`src/rtl/tcnt_pkg.sv`:
```
package tcnt_pkg;
  // Byte lane select on the read bus; the encoding is fixed by rd_hi.
  typedef enum logic {
    LANE_LO = 1'b0,
    LANE_HI = 1'b1
  } lane_e;
endpackage

```
`src/rtl/tcnt_rst_sync.sv`:
```
module tcnt_rst_sync (
  input  logic clk,
  input  logic arst_n,
  output logic srst_n
);
  logic stage1_q;
  logic stage2_q;

  always_ff @(posedge clk or negedge arst_n) begin
    if (!arst_n) begin
      stage1_q <= 1'b0;
      stage2_q <= 1'b0;
    end else begin
      stage1_q <= 1'b1;
      stage2_q <= stage1_q;
    end
  end

  assign srst_n = stage2_q;
endmodule

```
`src/rtl/tcnt_core.sv`:
```
module tcnt_core #(
  parameter int CNT_W = 16
) (
  input  logic             clk,
  input  logic             rst_n,
  input  logic             adv,
  output logic [CNT_W-1:0] cnt_q
);
  logic [CNT_W-1:0] cnt_d;

  // Next state: increment on enable; the natural overflow gives the wrap.
  always_comb begin
    cnt_d = cnt_q;
    if (adv) begin
      cnt_d = cnt_q + CNT_W'(1);
    end
  end

  always_ff @(posedge clk or negedge rst_n) begin
    if (!rst_n) begin
      cnt_q <= '0;
    end else if (adv) begin
      cnt_q <= cnt_d;
    end
  end
endmodule

```
`src/rtl/tcnt_snap.sv`:
```
module tcnt_snap #(
  parameter int BYTE_W = 8
) (
  input  logic              clk,
  input  logic              rst_n,
  input  logic              cap,
  input  logic [BYTE_W-1:0] lo_live,
  output logic [BYTE_W-1:0] snap_q,
  output logic              snap_vld_q
);
  logic [BYTE_W-1:0] snap_d;
  logic              vld_d;

  always_comb begin
    snap_d = cap ? lo_live : snap_q;
    vld_d  = cap;  // the copy is valid for exactly one following cycle
  end

  always_ff @(posedge clk or negedge rst_n) begin
    if (!rst_n) begin
      snap_vld_q <= 1'b0;
    end else begin
      snap_vld_q <= vld_d;
    end
  end

  always_ff @(posedge clk or negedge rst_n) begin
    if (!rst_n) begin
      snap_q <= '0;
    end else if (cap) begin
      snap_q <= snap_d;
    end
  end
endmodule

```
`src/rtl/tcnt_rdmux.sv`:
```
module tcnt_rdmux
  import tcnt_pkg::*;
#(
  parameter int CNT_W  = 16,
  localparam int BYTE_W = CNT_W / 2
) (
  input  logic              rd_en,
  input  lane_e             lane,
  input  logic [CNT_W-1:0]  cnt,
  input  logic [BYTE_W-1:0] snap,
  input  logic              snap_vld,
  output logic [BYTE_W-1:0] rd_data
);
  always_comb begin
    rd_data = '0;
    if (rd_en) begin
      unique case (lane)
        LANE_HI: rd_data = cnt[CNT_W-1:BYTE_W];
        LANE_LO: rd_data = snap_vld ? snap : cnt[BYTE_W-1:0];
        default: rd_data = '0;
      endcase
    end
  end
endmodule

```
`src/rtl/tcnt_snapread.sv`:
```
module tcnt_snapread
  import tcnt_pkg::*;
#(
  parameter int CNT_W = 16,
  localparam int BYTE_W = CNT_W / 2
) (
  input  logic              clk,
  input  logic              rst_n,
  input  logic              tick_en,
  input  logic              rd_en,
  input  logic              rd_hi,
  output logic [BYTE_W-1:0] rd_data,
  output logic [CNT_W-1:0]  count
);
  logic              rst_q_n;
  logic [BYTE_W-1:0] snap;
  logic              snap_vld;
  logic              cap_hi;
  lane_e             lane;

  assign lane   = lane_e'(rd_hi);
  assign cap_hi = rd_en && (lane == LANE_HI);

  tcnt_rst_sync u_rst (
    .clk    (clk),
    .arst_n (rst_n),
    .srst_n (rst_q_n)
  );

  tcnt_core #(.CNT_W(CNT_W)) u_core (
    .clk   (clk),
    .rst_n (rst_q_n),
    .adv   (tick_en),
    .cnt_q (count)
  );

  tcnt_snap #(.BYTE_W(BYTE_W)) u_snap (
    .clk        (clk),
    .rst_n      (rst_q_n),
    .cap        (cap_hi),
    .lo_live    (count[BYTE_W-1:0]),
    .snap_q     (snap),
    .snap_vld_q (snap_vld)
  );

  tcnt_rdmux #(.CNT_W(CNT_W)) u_mux (
    .rd_en    (rd_en),
    .lane     (lane),
    .cnt      (count),
    .snap     (snap),
    .snap_vld (snap_vld),
    .rd_data  (rd_data)
  );
endmodule

```
`config.mk`:
```
export PLATFORM = sky130hd
export DESIGN_NAME = tcnt_snapread
export DESIGN_NICKNAME = d
export VERILOG_FILES = /design/src/rtl/tcnt_pkg.sv /design/src/rtl/tcnt_rst_sync.sv /design/src/rtl/tcnt_core.sv /design/src/rtl/tcnt_snap.sv /design/src/rtl/tcnt_rdmux.sv /design/src/rtl/tcnt_snapread.sv
export SDC_FILE = /design/constraint.sdc
export NUM_CORES = 1
export LEC_CHECK = 0
export ABC_AREA = 1
export BUFFER_PORTS_ARGS = -buffer_cell sky130_fd_sc_hd__buf_2
export CAP_MARGIN = 20
export CELL_PAD_IN_SITES_DETAIL_PLACEMENT = 2
export CELL_PAD_IN_SITES_GLOBAL_PLACEMENT = 2
export CORE_MARGIN = 2
export CORE_UTILIZATION = 30
export DETAILED_ROUTE_END_ITERATION = 7
export GPL_TIMING_DRIVEN = 0
export PLACE_DENSITY = 0.79
export SETUP_SLACK_MARGIN = 0.15
export SYNTH_ARGS = -nofsm -noshare
export SYNTH_HDL_FRONTEND = slang
export SYNTH_SLANG_ARGS = --single-unit
```
`constraint.sdc`:
```
create_clock -name clk -period 1.4 [get_ports clk]
set_clock_uncertainty 0.2 [all_clocks]
set_input_delay 0 -clock clk [delete_from_list [all_inputs] [get_ports clk]]
set_output_delay 0 -clock clk [all_outputs]
set_load 0.005 [all_outputs]
```
==> summary.txt, run 1 <==
Clock tree
  – Root Driver: clkbuf_8
  – # H-tree levels: 1
  – Clock Tree Buf Depth: 2
  – Cts hold-fix bufs: 4
  – Clock buffer count from CTS: 3
  – Clk_lat worst skew: 0.28 ns
  – TritonCTS sink count: 27
  – Clock slew at reported path FFs: 0.10 ns
  – CTS tree: done

Logic synthesis
  – Mean Syn Cell Area: 7.41 um^2
  – Yosys reg bits: 27
  – Post-Synth Simple-Gate Area: 27.4%
  – Syn Nets: 208
  – Post-synthesis mux area share: 0%
  – Synth Instances: 202
  – Complex-gate fraction of the synthesized area: 11.9%
  – Netlist cell types: 22
  – Largest family of logic cells by synthesized area: simple AND/OR/NAND/NOR gates
  – Seq/Total Area, Yosys: 45.1%
  – Synthesized area: 0.00150 mm^2
  – XOR/XNOR Fraction of Synth Area: 3.51%
  – YS warnings: 0
  – Adder-Cell Fraction of Synth Area: 0.835%

Pwr
  – Combinational share of power: 46.0%
  – Clock power frac: 14.1%
  – Worst vdd ir: 744 uV
  – Final Power: 0.00331 W
  – Flop pwr share: 39.9%
  – Net Sw Power: 0.00143 W
  – Int Power: 0.00188 W
  – Switching Fraction: 43.3%
  – Pwr dens: 1550 mW/mm^2
  – Leak Pwr: 1.06 nW

Placement
  – # placed instances: 296
  – Placer Congestion: 0.838
  – Port bufs: 26
  – Detail Placement HPWL: 3560 um

Detailed routing
  – Routed vias: 1520
  – Final wirelength: 5540 um
  – 1st-iter DRT viols: 62
  – Antenna viol nets, final: 0
  – Vias per cell: 4.76
  – Remaining DRCs: 0
  – Average wire per standard cell: 17.4 um
  – Pre-Repair DR Iteration Count: 5

Floorplan
  – Row count: 25
  – I/O pins: 29
  – Die area: 0.00557 mm^2
  – Die Width: 74.7 um
  – Starting density of the core: 31.5%
  – CORE AREA: 0.00475 mm^2
  – Die Y: 74.7 um

Worst setup path
  – Critical path peak fanout: 6
  – Crit path DAT: 1.30 ns
  – Crit end category: output port
  – Critical Path RT: 1.20 ns
  – Crit start category: flop
  – Crit path kind: reg -> out

Timing
  – Final Critical Period: 1.50 ns
  – Fin crit share: 107%
  – Final Hold Slack: -0.0372 ns
  – Slew Limit Fails: 0
  – Final Setup Violations: 14
  – Worst-Margin Slew: 0.542 ns
  – Final hold violations: 3
  – Fmax: 0.667 GHz
  – Slew HR: 63.9%
  – RSZ-0062 raised after global routing: true
  – Final worst slack: -0.0998 ns

Outcome
  – Status: complete, but fails checks
  – Violated checks: negative hold slack, negative setup slack

Finish
  – Fin nets: 259
  – Diodes inserted: 0
  – Final Core Density: 45.0%
  – Final Non-Filler Cells: 319
  – Layout cells sized above 1: 40.5%
  – Area grow syn2layout: 42.8%

Flow run
  – Max-cap violation count: 0

Global route
  – Met2 usage: 34.3%
  – Global route overflow: 0
  – GR Util All Layers: 20.4%
  – Met3 usage: 2.01%
  – Initial antenna violation count: 0
  – First-pass GRT wire length: 8420 um
  – GRT Max-Usage Layer: met2
  – Met1 Resource Use GR: 28.4%
  – Vias in the first global route: 1582
  – Largest net degree at the start of global routing: 18

Worst hold path
  – Worst hold-check path type: in -> reg
## critical path, stage by stage, from the launching register on
cell	delay, ns
dfrtp_2	0.50
inv_2	0.15
o21ai_2	0.07
o21ai_2	0.12
inv_1	0.05
buf_2	0.12
## power by group through the flow
stage               registers (W)  clock network (W)  logic (W)
finish                    0.00132           0.000466    0.00152
global route              0.00135           0.000516    0.00169
CTS                       0.00130           0.000487    0.00131
detailed placement        0.00132                  0   0.000972
global placement          0.00131                  0   0.000902
floorplan                 0.00125                  0   0.000601
## metal layers
layer | part of all wire, % | routed length (um) | up-vias
met5 | 0 | 0 | -
met4 | 0.49 | 27 | 0
met2 | 53 | 2910 | 21
met3 | 2.1 | 115 | 2
li1 | - | - | 727
met1 | 45 | 2480 | 770
## cell families after synthesis
family / count (synthesis)
other: 1
and+or+nand+nor: 91
AOI/OAI and AO/OA: 35
xor gates and xnor gates: 6
buffers and inverters: 41
adders and majority gates: 1
DFF: 27
## final cells by class
class	instances	area (um^2)
Sequential cell	27	686
Inverter	36	135
Tap cell	67	83.8
Buffer	5	35.0
Multi-Input combinational cell	134	802
Fill cell	559	2620
Clock inverter	1	5.00
Timing Repair Buffer	46	350
Clock buffer	3	41.3
## flip-flops by register name, summed over array words and instances (netlist names)
register	flops
u_rst.stage1_q	1
u_snap.snap_q	8
u_snap.snap_vld_q	1
u_rst.srst_n	1
u_core.cnt_q	16
## worst paths after layout
path	from	endpoint	slack (ns)	cells after the start
max in group asynchronous	rst_n	u_rst.srst_n$_DFF_PN0_	0.43	3
min in group asynchronous	u_rst.srst_n$_DFF_PN0_	u_core.cnt_q[0]$_DFFE_PN0P_	0.03	0
max	u_core.cnt_q[2]$_DFFE_PN0P_	rd_data[2]	-0.1	5
min	tick_en	u_core.cnt_q[6]$_DFFE_PN0P_	-0.04	4
min reg2reg	u_rst.srst_n$_DFF_PN0_	u_core.cnt_q[0]$_DFFE_PN0P_	0.03	0
max reg2reg	u_core.cnt_q[0]$_DFFE_PN0P_	u_core.cnt_q[8]$_DFFE_PN0P_	-0.08	8
## cell usage after synthesis (all sizes together)
library cell   n  area share (%)
a21oi          8             2.7
buf            4             1.7
nor2          22             6.9
nor3           2             1.0
clkbuf         1            0.25
ha             1            0.84
conb           1            0.25
xor2           6             3.5
nand2         53              13
dfrtp         27              45
inv           36             9.0
o21ai         27             9.3
nand3          7             3.2
nand4          7             2.9
## through the flow
stage | setup TNS [ns] | instance area [um^2] | setup slack (ns) | hold WS [ns]
final | -0.919 | 2140 | -0.0998 | -0.0372
after global routing | -2.44 | 2140 | -0.186 | -0.0223
after CTS | -1.27 | 2030 | -0.135 | -0.0355
after detailed placement | -0.640 | 1760 | -0.157 | -0.409
after global placement | -1.25 | 1730 | -0.114 | -0.414
after floorplan | 0 | 1520 | 0.0790 | -0.496
## what timing repair did
action / in CTS / in global routing
endpoints found under the hold margin: 8 / 3
setup buffers: 8 / 6
setup endpoints to repair: 20 / 24
resized for setup: 44 / 27
gates cloned: 1 / 0
pin swaps: 12 / 13
## layout by cell type (no fill, tap or decap), types with 2 or more instances in the layout
cell / n
a21oi_1: 8
buf_4: 11
nor2_2: 4
nor2_1: 11
inv_2: 4
o21ai_1: 9
dlygate4sd3_1: 3
nand2_1: 38
o21ai_0: 10
clkbuf_8: 3
nor2_4: 7
nand3_1: 4
nor3_2: 2
dfrtp_2: 8
nand4_1: 7
xor2_1: 6
dfrtp_1: 19
nand2_2: 14
buf_2: 26
buf_6: 7
nand3_4: 2
inv_1: 32
o21ai_2: 8
Power figures use the tool's default switching activity.
==> inputs of run 2 (changes only) <==
--- a/config.mk
+++ b/config.mk
@@ -6,7 +6,7 @@
 export NUM_CORES = 1
 export LEC_CHECK = 0
 export ABC_AREA = 1
-export BUFFER_PORTS_ARGS = -buffer_cell sky130_fd_sc_hd__buf_2
+export BUFFER_PORTS_ARGS = -buffer_cell sky130_fd_sc_hd__buf_4
 export CAP_MARGIN = 20
 export CELL_PAD_IN_SITES_DETAIL_PLACEMENT = 2
 export CELL_PAD_IN_SITES_GLOBAL_PLACEMENT = 2
==> run 2 against run 1 <==
Register-to-register slack lost 0.05 ns. The flow finishes with violations (negative setup slack). Sequential cell count is the same. Maximum frequency shrank 2.3%. Critical endpoint is now u_core.cnt_q[14]$_DFFE_PN0P_.
==> summary.txt, run 2 (synthesis gave the netlist of run 1 again) <==
Outcome
  – Status: complete, but fails checks
  – Violated checks: negative setup slack

Global route
  – Largest net degree at the start of global routing: 26 (+8)
  – Vias in the first global route: 1685 (+6.5%)
  – First-pass GRT wire length: 8740 um (+3.8%)
  – GR Util All Layers: 21.2% (+0.82 points)
  – Initial antenna violation count: 0 (unchanged)
  – Global route overflow: 0 (unchanged)

Worst setup path
  – Critical Path RT: 1.43 ns (+0.23 ns)
  – Crit path DAT: 1.57 ns (+0.27 ns)
  – Crit start category: flop
  – Critical path peak fanout: 4 (-2)
  – Crit path kind: reg -> reg
  – Crit end category: flop

Detailed routing
  – Average wire per standard cell: 18.0 um (+3.9%)
  – Antenna viol nets, final: 0 (unchanged)
  – Routed vias: 1569 (+3.2%)
  – Remaining DRCs: 0 (unchanged)
  – Final wirelength: 5860 um (+5.8%)
  – 1st-iter DRT viols: 70 (+13%)
  – Pre-Repair DR Iteration Count: 4 (-1)
  – Vias per cell: 4.83 (+1.3%)

Finish
  – Fin nets: 265 (+2.3%)
  – Final Non-Filler Cells: 325 (+1.9%)
  – Area grow syn2layout: 51.9%
  – Most frequent cells in the layout: nand2_1, buf_4, inv_1, dfrtp_1
  – Layout cells sized above 1: 42.2% (+1.8 points)
  – Diodes inserted: 0 (unchanged)
  – Largest register FFs: 16 (unchanged)
  – Fin area: 0.00227 mm^2 (+6.4%)
  – Biggest register: u_core.cnt_q
  – Commonest non-fill, non-tap cell in the layout: nand2_1
  – Biggest regs: u_core.cnt_q (16), u_snap.snap_q (8)

Floorplan
  – Die Width: 74.7 um (unchanged)
  – CORE AREA: 0.00475 mm^2 (unchanged)
  – Starting density of the core: 31.5% (unchanged)
  – Die Y: 74.7 um (unchanged)
  – I/O pins: 29 (unchanged)
  – Die area: 0.00557 mm^2 (unchanged)
  – Row count: 25 (unchanged)

Flow run
  – Max-cap violation count: 0 (unchanged)

Placement
  – # placed instances: 295 (-0.34%)
  – Detail Placement HPWL: 3430 um (-3.6%)
  – Post-place instance area: 0.00180 mm^2 (+2.1%)
  – Port bufs: 26 (unchanged)
  – Placer Congestion: 0.828 (-1.2%)

Timing
  – Worst-Margin Slew: 0.615 ns (+0.0732 ns)
  – RSZ-0062 raised after global routing: true
  – Final Setup Violations: 18 (+4)
  – Final hold violations: 0 (-3)
  – Final Critical Period: 1.53 ns (+0.0351 ns)
  – Final worst slack: -0.135 ns (-0.0351 ns)
  – Slew HR: 59.0% (-4.9 points)
  – Slew Limit Fails: 0 (unchanged)
  – Fin crit share: 110% (+2.5 points)
  – Fmax: 0.652 GHz (-2.3%)

Pwr
  – Worst vdd ir: 930 uV (+25%)
  – Leak Pwr: 1.10 nW (+3.6%)
  – Final Power: 0.00351 W (+6.1%)
  – Pwr dens: 1540 mW/mm^2 (-0.22%)

Clock tree
  – Clk_lat worst skew: 0.29 ns (about the same)
  – TritonCTS sink count: 27 (unchanged)
  – Root Driver: clkbuf_8
  – Clock slew at reported path FFs: 0.11 ns (about the same)
  – Clock buffer count from CTS: 3 (unchanged)
  – # H-tree levels: 1 (unchanged)
  – CTS tree: done
  – Clock Tree Buf Depth: 2 (unchanged)

Worst hold path
  – Worst hold-check path type: in -> reg
[run 2: worst max-delay path: stages (launching register included)]
cell and delay [ns]:
dfrtp_2 0.45, ha_4 0.20, nand3_4 0.09, nor2_4 0.16
nand4_1 0.15, nand2_1 0.13, nand2_1 0.06, inv_1 0.05
[run 2: layout make-up]
cell class                      instances  area [um^2]
Buffer                                  5         35.0
Clock buffer                            3         41.3
Clock inverter                          1         5.00
Fill cell                             543         2480
Inverter                               36          135
Multi-Input combinational cell        134          822
Sequential cell                        27          688
Tap cell                               67         83.8
Timing Repair Buffer                   52          464
[run 2: final timing paths]
check / startpoint / depth (start not counted) / endpoint / slack, ns
max reg2reg: u_core.cnt_q[1]$_DFFE_PN0P_ / 7 / u_core.cnt_q[14]$_DFFE_PN0P_ / -0.13
min in group asynchronous: u_rst.srst_n$_DFF_PN0_ / 0 / u_core.cnt_q[1]$_DFFE_PN0P_ / 0.09
min reg2reg: u_rst.srst_n$_DFF_PN0_ / 0 / u_core.cnt_q[1]$_DFFE_PN0P_ / 0.09
min: rd_en / 4 / u_snap.snap_q[3]$_DFFE_PN0P_ / 0.04
max in group asynchronous: u_rst.srst_n$_DFF_PN0_ / 0 / u_core.cnt_q[8]$_DFFE_PN0P_ / 0.47
max: u_core.cnt_q[1]$_DFFE_PN0P_ / 7 / u_core.cnt_q[14]$_DFFE_PN0P_ / -0.13
[run 2: layer usage]
layer	track usage, %	up-vias	part of all wire, %
li1	-	744	-
met1	27.9	788	44
met2	36.0	27	51
met3	2.68	10	2.7
met4	7.34	0	1.8
met5	0	-	0
[run 2: what timing repair did]
item	in CTS	in global routing
pin swaps	8	17
cloned	1	0
setup buffers	9	7
resized for setup	42	43
endpoints found under the hold margin	11	0
endpoints found under the setup margin	45	23
hold buffers	9	0
[run 2: through the flow]
stage          setup TNS [ns]  util, %  hold slack, ns  worst slack, ns
6_report                -1.41     47.8          0.0351           -0.135
3_3_place_gp           -0.864     37.8          -0.417          -0.0953
5_1_grt                 -2.89     47.8          0.0595           -0.257
2_1_floorplan               0        -          -0.496           0.0790
4_1_cts                 -1.40     44.1          0.0402           -0.156
3_5_place_dp            -1.21     37.8          -0.416           -0.143
[run 2: where the power goes]
group	switching [W]	total, W	internal (W)
Clock	0.000290	0.000490	0.000201
Combinational	0.000881	0.00167	0.000792
Sequential	0.000344	0.00135	0.00101
==> inputs of run 3 (changes only) <==
--- a/config.mk
+++ b/config.mk
@@ -15,6 +15,7 @@
 export DETAILED_ROUTE_END_ITERATION = 7
 export GPL_TIMING_DRIVEN = 0
 export PLACE_DENSITY = 0.79
+export RECOVER_POWER = 25
 export SETUP_SLACK_MARGIN = 0.15
 export SYNTH_ARGS = -nofsm -noshare
 export SYNTH_HDL_FRONTEND = slang
==> run 3 against run 2 <==
Worst setup slack improved by 0.00095 ns. Critical path depth unchanged. Critical path type unchanged. Wire length about the same. Sequential cell count unchanged. Non-clock buffer count unchanged. Register-to-register slack about the same. Final cell count unchanged. Via count unchanged. The run still ends with negative setup slack left.
==> summary.txt, run 3 (synthesis gave the netlist of run 1 again) <==
Outcome
  – Status: complete, but fails checks
  – Violated checks: negative setup slack

Worst setup path
  – Cells along the critical path: ha_4, nand3_4, nor2_4, nand4_1, nand2_1, nand2_1, inv_1
  – Crit start category: flop
  – Crit path DAT: 1.57 ns (about the same)
  – Critical Path Max Stage Delay: 0.45 ns (about the same)
  – Crit end category: flop
  – Worst path slowest cell: dfrtp_2
  – Critical Path RT: 1.43 ns (about the same)
  – Cells on worst reg2reg path: 7 (unchanged)
  – Crit path kind: reg -> reg
  – Critical path peak fanout: 4 (unchanged)
  – CP Depth: 7 (unchanged)
  – Cell mode on critical path: nand2_1
  – Critical path's top delay family: simple AND/OR/NAND/NOR gates
  – Worst Path Buf+Inv: 1 (unchanged)

Worst hold path
  – Hold Path Depth: 4 (unchanged)
  – Worst hold-check path type: in -> reg

Finish
  – Diodes inserted: 0 (unchanged)
  – Most frequent cells in the layout: nand2_1, buf_4, inv_1, dfrtp_1
  – Fin nets: 265 (unchanged)
  – Largest register FFs: 16 (unchanged)
  – Biggest regs: u_core.cnt_q (16), u_snap.snap_q (8)
  – Area grow syn2layout: 51.9% (unchanged)
  – Biggest register: u_core.cnt_q
  – Commonest non-fill, non-tap cell in the layout: nand2_1
  – Layout cells sized above 1: 42.2% (unchanged)

Pwr
  – Net Sw Power: 0.00151 W (-0.11%)
  – Leak Pwr: 1.10 nW (about the same)
  – Switching Fraction: 43.1% (about the same)
  – Worst vdd ir: 930 uV (about the same)
  – Combinational share of power: 47.6% (about the same)
  – Pwr dens: 1540 mW/mm^2 (about the same)
  – Clock power frac: 14.0% (about the same)
  – Int Power: 0.00200 W (about the same)
  – Flop pwr share: 38.4% (about the same)

Timing
  – Final setup TNS: -1.41 ns (+0.000370 ns)
  – Slew HR: 59.0% (about the same)
  – Fmax: 0.652 GHz (about the same)
  – Final worst slack: -0.134 ns (+0.000951 ns)
  – Fin crit share: 110% (about the same)
  – Final Setup Violations: 18 (unchanged)
  – Slew Limit Fails: 0 (unchanged)
  – RSZ-0062 raised after global routing: true
  – Final Critical Period: 1.53 ns (-0.000951 ns)
  – Worst-Margin Slew: 0.615 ns (+0.00000191 ns)
  – Final hold violations: 0 (unchanged)

Detailed routing
  – 1st-iter DRT viols: 70 (unchanged)
  – Average wire per standard cell: 18.0 um (about the same)
  – Routed vias: 1569 (unchanged)
  – Pre-Repair DR Iteration Count: 4 (unchanged)
  – Final wirelength: 5860 um (about the same)
  – Remaining DRCs: 0 (unchanged)
  – Vias per cell: 4.83 (unchanged)
  – Antenna viol nets, final: 0 (unchanged)

Clock tree
  – Clk_lat worst skew: 0.29 ns (about the same)
  – CTS tree: done
  – Clock buffer count from CTS: 3 (unchanged)
  – Clock slew at reported path FFs: 0.11 ns (about the same)
  – Root Driver: clkbuf_8
  – Clock Tree Buf Depth: 2 (unchanged)
  – TritonCTS sink count: 27 (unchanged)
  – # H-tree levels: 1 (unchanged)

Global route
  – First-pass GRT wire length: 8740 um (unchanged)
  – Initial antenna violation count: 0 (unchanged)
  – Vias in the first global route: 1685 (unchanged)
  – Largest net degree at the start of global routing: 26 (unchanged)
  – GR Util All Layers: 21.2% (unchanged)
  – Global route overflow: 0 (unchanged)

Floorplan
  – Starting density of the core: 31.5% (unchanged)
  – Die Width: 74.7 um (unchanged)
  – Die Y: 74.7 um (unchanged)
  – CORE AREA: 0.00475 mm^2 (unchanged)
  – I/O pins: 29 (unchanged)
  – Row count: 25 (unchanged)
  – Die area: 0.00557 mm^2 (unchanged)

Flow run
  – Max-cap violation count: 0 (unchanged)

Placement
  – Pre-CTS setup slack: -0.143 ns (unchanged)
  – Port bufs: 26 (unchanged)
  – Detail Placement HPWL: 3430 um (unchanged)
  – Placer Congestion: 0.828 (unchanged)
## run 3: cell types whose count changed in the layout (fill, tap and decap cells not counted)
cell / change
buf_4: -1
clkbuf_4: +1
## run 3: power by group through the flow
stage	clock [W]	combinational, W	sequential (W)
2_1_floorplan	0	0.000601	0.00125
3_3_place_gp	0	0.000983	0.00132
3_5_place_dp	0	0.00102	0.00133
4_1_cts	0.000494	0.00132	0.00131
5_1_grt	0.000519	0.00183	0.00139
6_report	0.000490	0.00167	0.00135
## run 3: area by class of cell
class | instances | area [um^2]
well taps | 67 | 83.8
clock inverters | 1 | 5.00
clock buffers | 3 | 41.3
fillers | 543 | 2480
plain buffers | 5 | 35.0
flip-flops and latches | 27 | 688
repair buffers | 52 | 464
inverters | 36 | 135
multi-input cells | 134 | 822
## run 3: what timing repair did
| item | in CTS | in global routing |
|---|---|---|
| hold endpoints to repair | 11 | 0 |
| pin swaps | 8 | 17 |
| hold buffers | 9 | 0 |
| setup endpoints to repair | 45 | 23 |
| buffers inserted | 9 | 7 |
| gates cloned | 1 | 0 |
| resized for setup | 42 | 43 |
## run 3: worst paths after layout
check	start	end	slack (ns)
max in group asynchronous	rst_n	u_rst.srst_n$_DFF_PN0_	0.46
setup reg to reg	u_core.cnt_q[1]$_DFFE_PN0P_	u_core.cnt_q[14]$_DFFE_PN0P_	-0.13
setup / recovery	u_core.cnt_q[1]$_DFFE_PN0P_	u_core.cnt_q[14]$_DFFE_PN0P_	-0.13
min in group asynchronous	u_rst.srst_n$_DFF_PN0_	u_core.cnt_q[1]$_DFFE_PN0P_	0.09
hold reg to reg	u_rst.srst_n$_DFF_PN0_	u_core.cnt_q[1]$_DFFE_PN0P_	0.09
hold / removal	rd_en	u_snap.snap_q[3]$_DFFE_PN0P_	0.04
## run 3: metrics by stage
step / total power (W) / util, % / cells / area [um^2] / hold WS, ns
after global routing: 0.00374 / 47.8 / 325 / 2270 / 0.0595
after CTS: 0.00312 / 44.1 / 318 / 2100 / 0.0402
final: 0.00351 / 47.8 / 325 / 2270 / 0.0351
after global placement: 0.00230 / 37.8 / 295 / 1800 / -0.417
after detailed placement: 0.00236 / 37.8 / 295 / 1800 / -0.416
after floorplan: 0.00185 / - / 202 / 1520 / -0.496
## run 3: layer usage
layer | part of all wire (%) | track usage, % | routed length [um] | vias to the layer above
met2 | 51 | 36.0 | 3000 | 27
met1 | 44 | 27.9 | 2600 | 788
li1 | - | - | - | 744
met4 | 1.8 | 7.34 | 104 | 0
met3 | 2.7 | 2.68 | 159 | 10
met5 | 0 | 0 | 0 | -
## run 3: worst register-to-register path: stages, from the launching register on
cell     delay [ns]
dfrtp_2        0.45
ha_4           0.20
nand3_4        0.09
nor2_4         0.16
nand4_1        0.15
nand2_1        0.13
nand2_1        0.06
inv_1          0.05
